## src/rtl/ilv_pkg.sv

```systemverilog
package ilv_pkg;
  localparam logic [2:0] MAP_LINE = 3'd0;
  localparam logic [2:0] MAP_PAGE = 3'd1;
  localparam logic [2:0] MAP_HIGH = 3'd2;
  localparam logic [2:0] MAP_PERM = 3'd3;
  localparam logic [2:0] MAP_SWAP = 3'd4;
endpackage

```

## src/rtl/ilv_swap.sv

```systemverilog
module ilv_swap #(
  parameter int ADDR_W   = 32,
  parameter int PAGE_W   = 11,
  parameter int SRC_LO   = 20,
  parameter int SWAP_MAX = 4,
  parameter int NW       = 3
) (
  input  logic [ADDR_W-1:0] a,
  input  logic [NW-1:0]     n,
  output logic [ADDR_W-1:0] y
);
  logic [NW-1:0] n_eff;
  assign n_eff = (n > NW'(SWAP_MAX)) ? NW'(SWAP_MAX) : n;

  always_comb begin
    y = a;
    for (int i = 0; i < SWAP_MAX; i++) begin
      if (i < int'(n_eff)) begin
        y[PAGE_W - int'(n_eff) + i] = a[SRC_LO + i];
        y[SRC_LO + i]               = a[PAGE_W - int'(n_eff) + i];
      end
    end
  end
endmodule

```

## src/rtl/ilv_fwd.sv

```systemverilog
module ilv_fwd
  import ilv_pkg::*;
#(
  parameter int ADDR_W   = 32,
  parameter int BLK_W    = 6,
  parameter int BANK_W   = 3,
  parameter int PAGE_W   = 11,
  parameter int SRC_LO   = 20,
  parameter int SWAP_MAX = 4,
  parameter int NW       = 3
) (
  input  logic [2:0]        mode,
  input  logic [NW-1:0]     swap_n,
  input  logic [ADDR_W-1:0] addr,
  output logic [ADDR_W-1:0] loc
);
  localparam logic [ADDR_W-1:0] BLK_MASK  = (ADDR_W'(1) << BLK_W) - ADDR_W'(1);
  localparam logic [ADDR_W-1:0] COL_MASK  = (ADDR_W'(1) << PAGE_W) - ADDR_W'(1);
  localparam logic [ADDR_W-1:0] REST_MASK = (ADDR_W'(1) << (ADDR_W - BANK_W)) - ADDR_W'(1);

  logic [ADDR_W-1:0] swapped, line_rest, high_rest;
  logic [BANK_W-1:0] line_bank, high_bank, src_bits;

  ilv_swap #(.ADDR_W(ADDR_W), .PAGE_W(PAGE_W), .SRC_LO(SRC_LO),
             .SWAP_MAX(SWAP_MAX), .NW(NW)) u_swap (
    .a(addr), .n(swap_n), .y(swapped));

  assign line_bank = addr[BLK_W +: BANK_W];
  assign line_rest = ((addr >> (BLK_W + BANK_W)) << BLK_W) | (addr & BLK_MASK);
  assign high_bank = addr[ADDR_W-1 -: BANK_W];
  assign high_rest = addr & REST_MASK;
  assign src_bits  = addr[SRC_LO +: BANK_W];

  function automatic logic [ADDR_W-1:0] pack_loc(input logic [ADDR_W-1:0] rest,
                                                  input logic [BANK_W-1:0] bank);
    return ((rest >> PAGE_W) << (PAGE_W + BANK_W)) |
           (ADDR_W'(bank) << PAGE_W) | (rest & COL_MASK);
  endfunction

  always_comb begin
    case (mode)
      MAP_LINE: loc = pack_loc(line_rest, line_bank);
      MAP_HIGH: loc = pack_loc(high_rest, high_bank);
      MAP_PERM: loc = addr ^ (ADDR_W'(src_bits) << PAGE_W);
      MAP_SWAP: loc = swapped;
      default:  loc = addr;
    endcase
  end
endmodule

```

## src/rtl/ilv_inv.sv

```systemverilog
module ilv_inv
  import ilv_pkg::*;
#(
  parameter int ADDR_W   = 32,
  parameter int BLK_W    = 6,
  parameter int BANK_W   = 3,
  parameter int PAGE_W   = 11,
  parameter int SRC_LO   = 20,
  parameter int SWAP_MAX = 4,
  parameter int NW       = 3
) (
  input  logic [2:0]        mode,
  input  logic [NW-1:0]     swap_n,
  input  logic [ADDR_W-1:0] loc,
  output logic [ADDR_W-1:0] addr
);
  localparam logic [ADDR_W-1:0] BLK_MASK = (ADDR_W'(1) << BLK_W) - ADDR_W'(1);
  localparam logic [ADDR_W-1:0] COL_MASK = (ADDR_W'(1) << PAGE_W) - ADDR_W'(1);

  logic [ADDR_W-1:0] unswapped, rest;
  logic [BANK_W-1:0] bank, src_bits;

  ilv_swap #(.ADDR_W(ADDR_W), .PAGE_W(PAGE_W), .SRC_LO(SRC_LO),
             .SWAP_MAX(SWAP_MAX), .NW(NW)) u_swap (
    .a(loc), .n(swap_n), .y(unswapped));

  assign bank     = loc[PAGE_W +: BANK_W];
  assign rest     = ((loc >> (PAGE_W + BANK_W)) << PAGE_W) | (loc & COL_MASK);
  assign src_bits = loc[SRC_LO +: BANK_W];

  always_comb begin
    case (mode)
      MAP_LINE: addr = ((rest >> BLK_W) << (BLK_W + BANK_W)) |
                       (ADDR_W'(bank) << BLK_W) | (rest & BLK_MASK);
      MAP_HIGH: addr = rest | (ADDR_W'(bank) << (ADDR_W - BANK_W));
      MAP_PERM: addr = loc ^ (ADDR_W'(src_bits) << PAGE_W);
      MAP_SWAP: addr = unswapped;
      default:  addr = loc;
    endcase
  end
endmodule

```

## src/rtl/addr_interleaver.sv

```systemverilog
module addr_interleaver
  import ilv_pkg::*;
#(
  parameter int ADDR_W   = 32,
  parameter int BLK_W    = 6,
  parameter int SET_W    = 14,
  parameter int BANK_W   = 3,
  parameter int PAGE_W   = 11,
  parameter int SWAP_MAX = 4,
  localparam int NW      = $clog2(SWAP_MAX + 1),
  localparam int ROW_W   = ADDR_W - BANK_W - PAGE_W
) (
  input  logic              clk,
  input  logic              rst,
  input  logic [2:0]        cfg_mode,
  input  logic [NW-1:0]     cfg_swap_n,
  input  logic              in_valid,
  input  logic              in_inverse,
  input  logic [ADDR_W-1:0] in_addr,
  output logic              out_valid,
  output logic [BANK_W-1:0] out_bank,
  output logic [ROW_W-1:0]  out_row,
  output logic [PAGE_W-1:0] out_col,
  output logic [ADDR_W-1:0] out_addr
);
  localparam int TAG_LO  = BLK_W + SET_W;
  localparam int BANK_HI = PAGE_W + BANK_W;
  localparam int SRC_LO  = (BANK_HI > TAG_LO) ? BANK_HI : TAG_LO;

  if (SRC_LO + BANK_W > ADDR_W) begin : g_bad_src
    $error("scramble source does not fit above the bank field");
  end
  if (SWAP_MAX > PAGE_W || SRC_LO + SWAP_MAX > ADDR_W) begin : g_bad_swap
    $error("exchange width cannot be placed");
  end
  if (BLK_W + BANK_W > ADDR_W || ROW_W < 1) begin : g_bad_fields
    $error("field widths exceed the address");
  end

  logic [2:0]        mode_q;
  logic [NW-1:0]     swap_n_q;
  logic              inv_q;
  logic [ADDR_W-1:0] fwd_loc, inv_addr, loc_q, addr_q;

  ilv_fwd #(.ADDR_W(ADDR_W), .BLK_W(BLK_W), .BANK_W(BANK_W), .PAGE_W(PAGE_W),
            .SRC_LO(SRC_LO), .SWAP_MAX(SWAP_MAX), .NW(NW)) u_fwd (
    .mode(mode_q), .swap_n(swap_n_q), .addr(in_addr), .loc(fwd_loc));

  ilv_inv #(.ADDR_W(ADDR_W), .BLK_W(BLK_W), .BANK_W(BANK_W), .PAGE_W(PAGE_W),
            .SRC_LO(SRC_LO), .SWAP_MAX(SWAP_MAX), .NW(NW)) u_inv (
    .mode(mode_q), .swap_n(swap_n_q), .loc(in_addr), .addr(inv_addr));

  always_ff @(posedge clk) begin
    if (rst) begin
      mode_q   <= MAP_PAGE;
      swap_n_q <= '0;
    end else if (!in_valid && !out_valid) begin
      mode_q   <= cfg_mode;
      swap_n_q <= cfg_swap_n;
    end
  end

  always_ff @(posedge clk) begin
    if (rst) begin
      out_valid <= 1'b0;
      inv_q     <= 1'b0;
      loc_q     <= '0;
      addr_q    <= '0;
    end else begin
      out_valid <= in_valid;
      if (in_valid) begin
        inv_q  <= in_inverse;
        loc_q  <= in_inverse ? in_addr  : fwd_loc;
        addr_q <= in_inverse ? inv_addr : fwd_loc;
      end
    end
  end

  assign out_col  = loc_q[PAGE_W-1:0];
  assign out_bank = loc_q[PAGE_W +: BANK_W];
  assign out_row  = loc_q[ADDR_W-1 -: ROW_W];
  assign out_addr = addr_q;
endmodule

```

## config.mk

```make
export PLATFORM = sky130hd
export DESIGN_NAME = addr_interleaver
export DESIGN_NICKNAME = d
export VERILOG_FILES = /design/src/rtl/ilv_pkg.sv /design/src/rtl/ilv_swap.sv /design/src/rtl/ilv_fwd.sv /design/src/rtl/ilv_inv.sv /design/src/rtl/addr_interleaver.sv
export SDC_FILE = /design/constraint.sdc
export NUM_CORES = 1
export LEC_CHECK = 0
export BUFFER_PORTS_ARGS = -buffer_cell sky130_fd_sc_hd__buf_2
export CAP_MARGIN = 20
export CORE_ASPECT_RATIO = 0.6
export CORE_MARGIN = 10
export CORE_UTILIZATION = 35
export CTS_CLUSTER_DIAMETER = 50
export DETAILED_ROUTE_END_ITERATION = 10
export GPL_TIMING_DRIVEN = 0
export PLACE_DENSITY = 0.66
export SYNTH_ARGS = -nofsm -noshare
export SYNTH_HDL_FRONTEND = slang
export SYNTH_SLANG_ARGS = --single-unit
```

## constraint.sdc

```tcl
create_clock -name clk -period 2.3 [get_ports clk]
set_input_delay 0.23 -clock clk [delete_from_list [all_inputs] [get_ports clk]]
set_output_delay 0.23 -clock clk [all_outputs]
set_load 0.1 [all_outputs]
```

== Word-level counts from Yosys, hierarchy flattened ==
Index checks and enable logic that the tools add are counted.
Operators by class
  add/sub/neg operators: 4
  multiply operators: 0
  divide/modulo/power cells: 0
  order comparisons: 13
  equal/unequal tests: 3
  shifts and indexed selects: 0
  multiplexer cells: 33
  bitwise gates (word level): 10
  reductions and logical operators: 8
Operator list (number)
  one-hot mux 32 bit (4 select lines): 2
  two-way mux 32 bit: 6
  bitwise mux 32 bit: 4
  bitwise OR 32 x 11 -> 32 bit: 2
  bitwise OR 32 x 14 -> 32 bit: 2
  greater-or-equal comparator 32 x 1 -> 1 bit, second input constant: 1
  < comparator 32 x 7 -> 1 bit, second input constant: 1
  bitwise OR 32 bit: 1
  bitwise OR 32 x 6 -> 32 bit: 1
  bitwise OR 32 x 9 -> 32 bit: 1
  XOR 32 x 14 -> 32 bit: 1
  bitwise OR 29 x 11 -> 29 bit: 1
  bitwise OR 29 x 6 -> 29 bit: 1
  binary-select mux 1 bit (select 5 bit): 4
  demux 1 bit (select 5 bit): 4
  < comparator 6 x 7 -> 1 bit, second input constant: 2
  adder 5 x 3 -> 6 bit, second input constant: 2
  greater-or-equal comparator 6 x 1 -> 1 bit, second input constant: 2
  two-way mux 1 bit: 12
  < comparator 5 x 7 -> 1 bit, second input constant: 1
  adder 5 x 2 -> 6 bit, second input constant: 1
  equality test 3 x 2 -> 1 bit, second input constant: 2
  < comparator 1 x 3 -> 1 bit, first input constant: 2
  < comparator 2 x 3 -> 1 bit, first input constant: 2
  8 further kinds: 13
Word-level totals
  register bits: 71
  bits in latches: 0
  bits in writable memories: 0
  bits in read-only memories: 0
  logic and storage cells: 76
  memories: 0

== Depth between registers and ports, before layout ==
  depth after elaboration: 17
  mapped depth: 11
  depth with buffers taken out: 9

== Hierarchy ==
From an unflattened synthesis, not the netlist that was laid out.
Second synthesis, totals
  cell total of the unflattened synthesis: 784
  area, all modules: 6197.2 um^2
By module, submodules not included
  addr_interleaver: instances 1, cells each 349, area an instance 2982.9 um^2, seq. area each 1421.4 um^2
  ilv_swap at u_fwd.u_swap: instances 1, cells each 126, area an instance 889.6 um^2, seq. area each 0.0 um^2
  ilv_fwd: instances 1, cells each 107, area an instance 840.8 um^2, seq. area each 0.0 um^2
  ilv_inv: instances 1, cells each 98, area an instance 779.5 um^2, seq. area each 0.0 um^2
  ilv_swap at u_inv.u_swap: instances 1, cells each 104, area an instance 704.4 um^2, seq. area each 0.0 um^2

== Worst setup path after synthesis ==
OpenSTA, ideal clock, no wires.
  path type: register to register
  start point: register swap_n_q[0]
  end point: register addr_q[10], in the netlist out_addr[10]
  arrival: 2337 ps
  data required time: 2158 ps
  path slack: -179 ps
  cell stages (with the launch flop): 12
  path buffers: 2
  clock period less this slack: 2479 ps
  path through: dfxtp_1 nor2b_1 clkbuf_1 inv_1 ha_1 ha_1 clkbuf_1 nand2_1 a2111oi_0 a31oi_1 a31oi_1 a311oi_1
On the way
  word-level cells in the longest chain between the ends: 17
  elaborated cells on any way between the ends: 41
  those cells by class: add/sub (4); order compare (13); mux (20); reduce/logical (4)
Ends and longest elaborated chain
  start, declared: RTL line addr_interleaver.sv:41  | logic [NW-1:0] swap_n_q;
  start signal, assigned: RTL line addr_interleaver.sv:59  | swap_n_q <= cfg_swap_n;
  > comparator 3 bit: RTL line ilv_swap.sv:13  | assign n_eff = (n > NW'(SWAP_MAX)) ? NW'(SWAP_MAX) : n;
  two-way mux 3 bit (*): RTL line ilv_swap.sv:13
  parallel branches: the longest is 12 deep, another holds greater-or-equal comparator 32 x 1 -> 1 bit
  two-way mux 32 bit (*): RTL line ilv_swap.sv:18  | if (i < int'(n_eff)) begin
  one-hot mux 32 bit (4 select lines), on equally long branches: RTL line ilv_fwd.sv:41, ilv_inv.sv:32
  two-way mux 32 bit (*): RTL line addr_interleaver.sv:74  | addr_q <= in_inverse ? inv_addr : fwd_loc;
  end signal, assigned: RTL line addr_interleaver.sv:74
  end, declared: RTL line addr_interleaver.sv:43  | logic [ADDR_W-1:0] fwd_loc, inv_addr, loc_q, addr_q;
Every way passes the cells marked *.
A chain may end at the register's enable or synchronous reset.

== Worst setup path after layout ==
  start point: register swap_n_q[2]
  end point: register addr_q[12], in the netlist out_addr[12]
Same word-level chain as after synthesis.

==> results by group <==
Synth
  • XOR/XNOR share of the synthesized area: 0.002101
  • Yosys cell types: 66
  • Largest family of logic cells by synthesized area: compound AO/OA/AOI/OAI gates
  • Mean area per synthesized cell: a little over 8 um2
  • Prevailing post-synth register cell: dfxtp_1
  • Syn nets: around 570
  • Async S/R FF share, synth: 0
  • Post-synthesis adder-cell area fraction: 0.01501
  • Simple-Gate Fraction of Synth Area: 0.1798
  • Mux cell area share after synthesis: 0.1204
  • Mapped Area: 0.004168 mm2
  • Yosys reg bits: a little over 70
  • Mapped Cells: just over 500
  • Sequential share of the synthesized area: 0.3410
  • Number of synthesized flops with an enable pin: 0
  • Yosys warning count: 0
  • Synth Area in Compound Gates: 0.2741

Layout
  • Nets@finish: 683
  • Commonest non-fill, non-tap cell in the layout: buf_2
  • Area Growth Syn to Fin: 28.79%
  • Share of layout cells above drive strength 1: 0.2902
  • Finished Cell Area: 0.005368 mm2
  • Register area: around 0.0014 mm2
  • Fill cell count: 1,137
  • Ant. Diodes: 0
  • Most frequent cells in the layout: buf_2, nor2_1, dfxtp_1
  • Area of the multi-input gates: approximately 0.0026 mm2

Detailed routing
  • Aggregate routed wire length: roughly 18,000 um
  • Drt pass-1 iters: 5
  • Final ANT Viol Nets: 0
  • Vias: around 4,700
  • DRC: 0
  • Drt wl/cell: between 20 and 25 um
  • Vias/cell: approximately 5.9
  • Iter 0 DRT Violations: between 400 and 500

Power and ir drop
  • Static Leak: around 2.3 nW
  • Sequential share of power: 0.338
  • Clock share of power: 0.328
  • PwrDens: 759.6 mW/mm2
  • Switching power: about 1.7 mW
  • Int Pwr: roughly 2.4 mW
  • Sw frac: 0.4170
  • Comb power frac: 0.334
  • Worst VDD drop: approximately 0.43 mV

Floorplanning
  • Die height: 104.5 um
  • Initial Util: 0.3640
  • Die Area: about 0.017 mm2
  • Placement Rows: 30
  • Core area: 0.01145 mm2
  • Chip width: 160.9 um
  • Num ports: about 110

Global routing
  • Vias in the first global route: around 4,500
  • Global-route wire length before repair: between 20,000 and 30,000 um
  • Largest net degree at the start of global routing: 15
  • Initial antenna violation count: 0
  • GR Util All Layers: 0.2015
  • Gr ovfl total: 0

Place
  • Routability Congestion: 0.9396
  • Dpl hpwl: approximately 13,000 um
  • Placement Cell Area: approximately 0.0049 mm2
  • IO buf count: a little under 100

Timing
  • Slew at the pin with the worst max-slew slack: approximately 0.73 ns
  • Pins Over Slew Limit: 0
  • Worst Hold Slack: 0.09686 ns
  • Minimum clock period: around 2.3 ns
  • RSZ-0062 raised after global routing: yes
  • Final setup violation count: 0
  • Worst slew margin: 0.5136
  • Clk_skew: ~0.0084 ns
  • Final Hold Vio Count: 0
  • F_max: about 440 MHz
  • Fin crit share: 0.9818

Clocking
  • CTS Hold Bufs: 0
  • Clk sinks: slightly above 70
  • Worst-path clk slew: ~0.060 ns
  • Clock latency on the worst-skew pair: 0.35 ns
  • Root Buffer: clkbuf_16
  • Htree depth: 3
  • CTS Buf Count: 9
  • Max clock buf depth: 2
  • CTS tree: done

Outcome
  • Run status: finished, final reports clean

Worst setup path
  • CP required: ~2.5 ns
  • CP endpoint kind: register
  • Setup CP Type: reg -> reg
  • Crit path max fanout: 6
  • Crit path arrival time: 2.45 ns
  • Startpoint types: register

Job
  • Max cap viols: 0

Hold path
  • HP Class: in -> reg
## power groups by stage
stage | Clock, mW | Sequential (mW) | Combinational (mW)
floorplan | 0 | 1.97 | 0.403
global placement | 0 | 1.40 | 1.26
detailed placement | 0 | 1.40 | 1.27
CTS | 1.34 | 1.37 | 1.30
global route | 1.39 | 1.39 | 1.42
finish | 1.34 | 1.38 | 1.36
## state kept, by name, summed over array words and instances, names as in the netlist
name       flops
swap_n_q       3
loc_q         32
out_valid      1
out_addr      32
mode_q         3
## layout make-up
type,instances,area share
Clock buffer,9,0.04196
Multi-Input combinational cell,386,0.4825
Inverter,10,0.006993
Timing Repair Buffer,108,0.1082
Clock inverter,7,0.009790
Sequential cell,71,0.2660
Buffer,50,0.04732
Tap cell,160,0.03730
## final timing paths
kind                    start           end  slack (ns)  depth (start not counted)
setup / recovery  swap_n_q[2]  out_addr[12]        0.04                          8
hold / removal    cfg_mode[0]     mode_q[0]         0.1                          2
setup reg to reg  swap_n_q[2]  out_addr[12]        0.04                          8
hold reg to reg      loc_q[2]      loc_q[2]        0.46                          2
## cell usage after synthesis, drive strengths merged (2+ instances only)
| cell type | n | area share |
|---|---|---|
| a2111oi | 2 | 0.0042 |
| a211oi | 36 | 0.065 |
| a21boi | 2 | 0.0036 |
| a21o | 5 | 0.0090 |
| a21oi | 60 | 0.072 |
| a221o | 4 | 0.0096 |
| a221oi | 6 | 0.014 |
| a22oi | 2 | 0.0036 |
| a311o | 2 | 0.0048 |
| a311oi | 3 | 0.0063 |
| a31oi | 3 | 0.0045 |
| a32oi | 2 | 0.0042 |
| a41o | 2 | 0.0048 |
| and2 | 4 | 0.0060 |
| buf | 24 | 0.034 |
| clkbuf | 27 | 0.025 |
| dfxtp | 71 | 0.34 |
| ha | 5 | 0.015 |
| inv | 10 | 0.0090 |
| mux2 | 7 | 0.019 |
| mux2i | 40 | 0.096 |
| nand2 | 41 | 0.037 |
| nand3 | 5 | 0.0060 |
| nand4 | 3 | 0.0045 |
| nor2 | 75 | 0.071 |
| nor2b | 7 | 0.011 |
| nor3 | 7 | 0.0096 |
| nor3b | 4 | 0.011 |
| nor4bb | 2 | 0.0048 |
| o211ai | 2 | 0.0036 |
| o21ai | 22 | 0.026 |
| o22ai | 10 | 0.015 |
| o31ai | 2 | 0.0036 |
| or3 | 2 | 0.0030 |
## routing by layer
| layer | vias to the layer above | GRT usage | part of all wire |
|---|---|---|---|
| met5 | - | 0 | 0 |
| met4 | 0 | 0.03946 | 0.0097 |
| met3 | 19 | 0.08696 | 0.13 |
| met2 | 300 | 0.2503 | 0.37 |
| met1 | 2236 | 0.3038 | 0.49 |
| li1 | 2133 | - | - |
## worst max-delay path: stages, from the launching register on
cell	delay, ns
dfxtp_4	0.37
nor2b_4	0.16
inv_2	0.07
ha_4	0.20
ha_4	0.29
or3b_4	0.38
a22o_1	0.23
a221oi_2	0.31
a211oi_1	0.11
## through the flow
step | total power, mW | util | setup slack (ns) | TNS (ns) | cells
2_1_floorplan | 2.369 | - | 0.00001199 | 0 | 518
3_3_place_gp | 2.661 | 0.4252 | -0.5906 | -4.775 | 777
3_5_place_dp | 2.672 | 0.4252 | -0.5683 | -4.501 | 777
4_1_cts | 4.017 | 0.4576 | 0.006211 | 0 | 794
5_1_grt | 4.203 | 0.4689 | -0.01928 | -0.03585 | 801
6_report | 4.077 | 0.4689 | 0.04187 | 0 | 801
## cell families after synthesis
kind of cell | count (synthesis)
AOI/OAI and AO/OA | 174
DFF | 71
and+or+nand+nor | 158
muxes | 48
xor gates and xnor gates | 1
buffers and inverters | 61
adders and majority gates | 5
## timing repair
action | in CTS | in global routing
gates cloned | 0 | 1
gates resized for setup | 18 | 17
setup buffers | 1 | 7
pin swaps | 6 | 9
endpoints found under the setup margin | 15 | 15
Power figures use the tool's default switching activity.
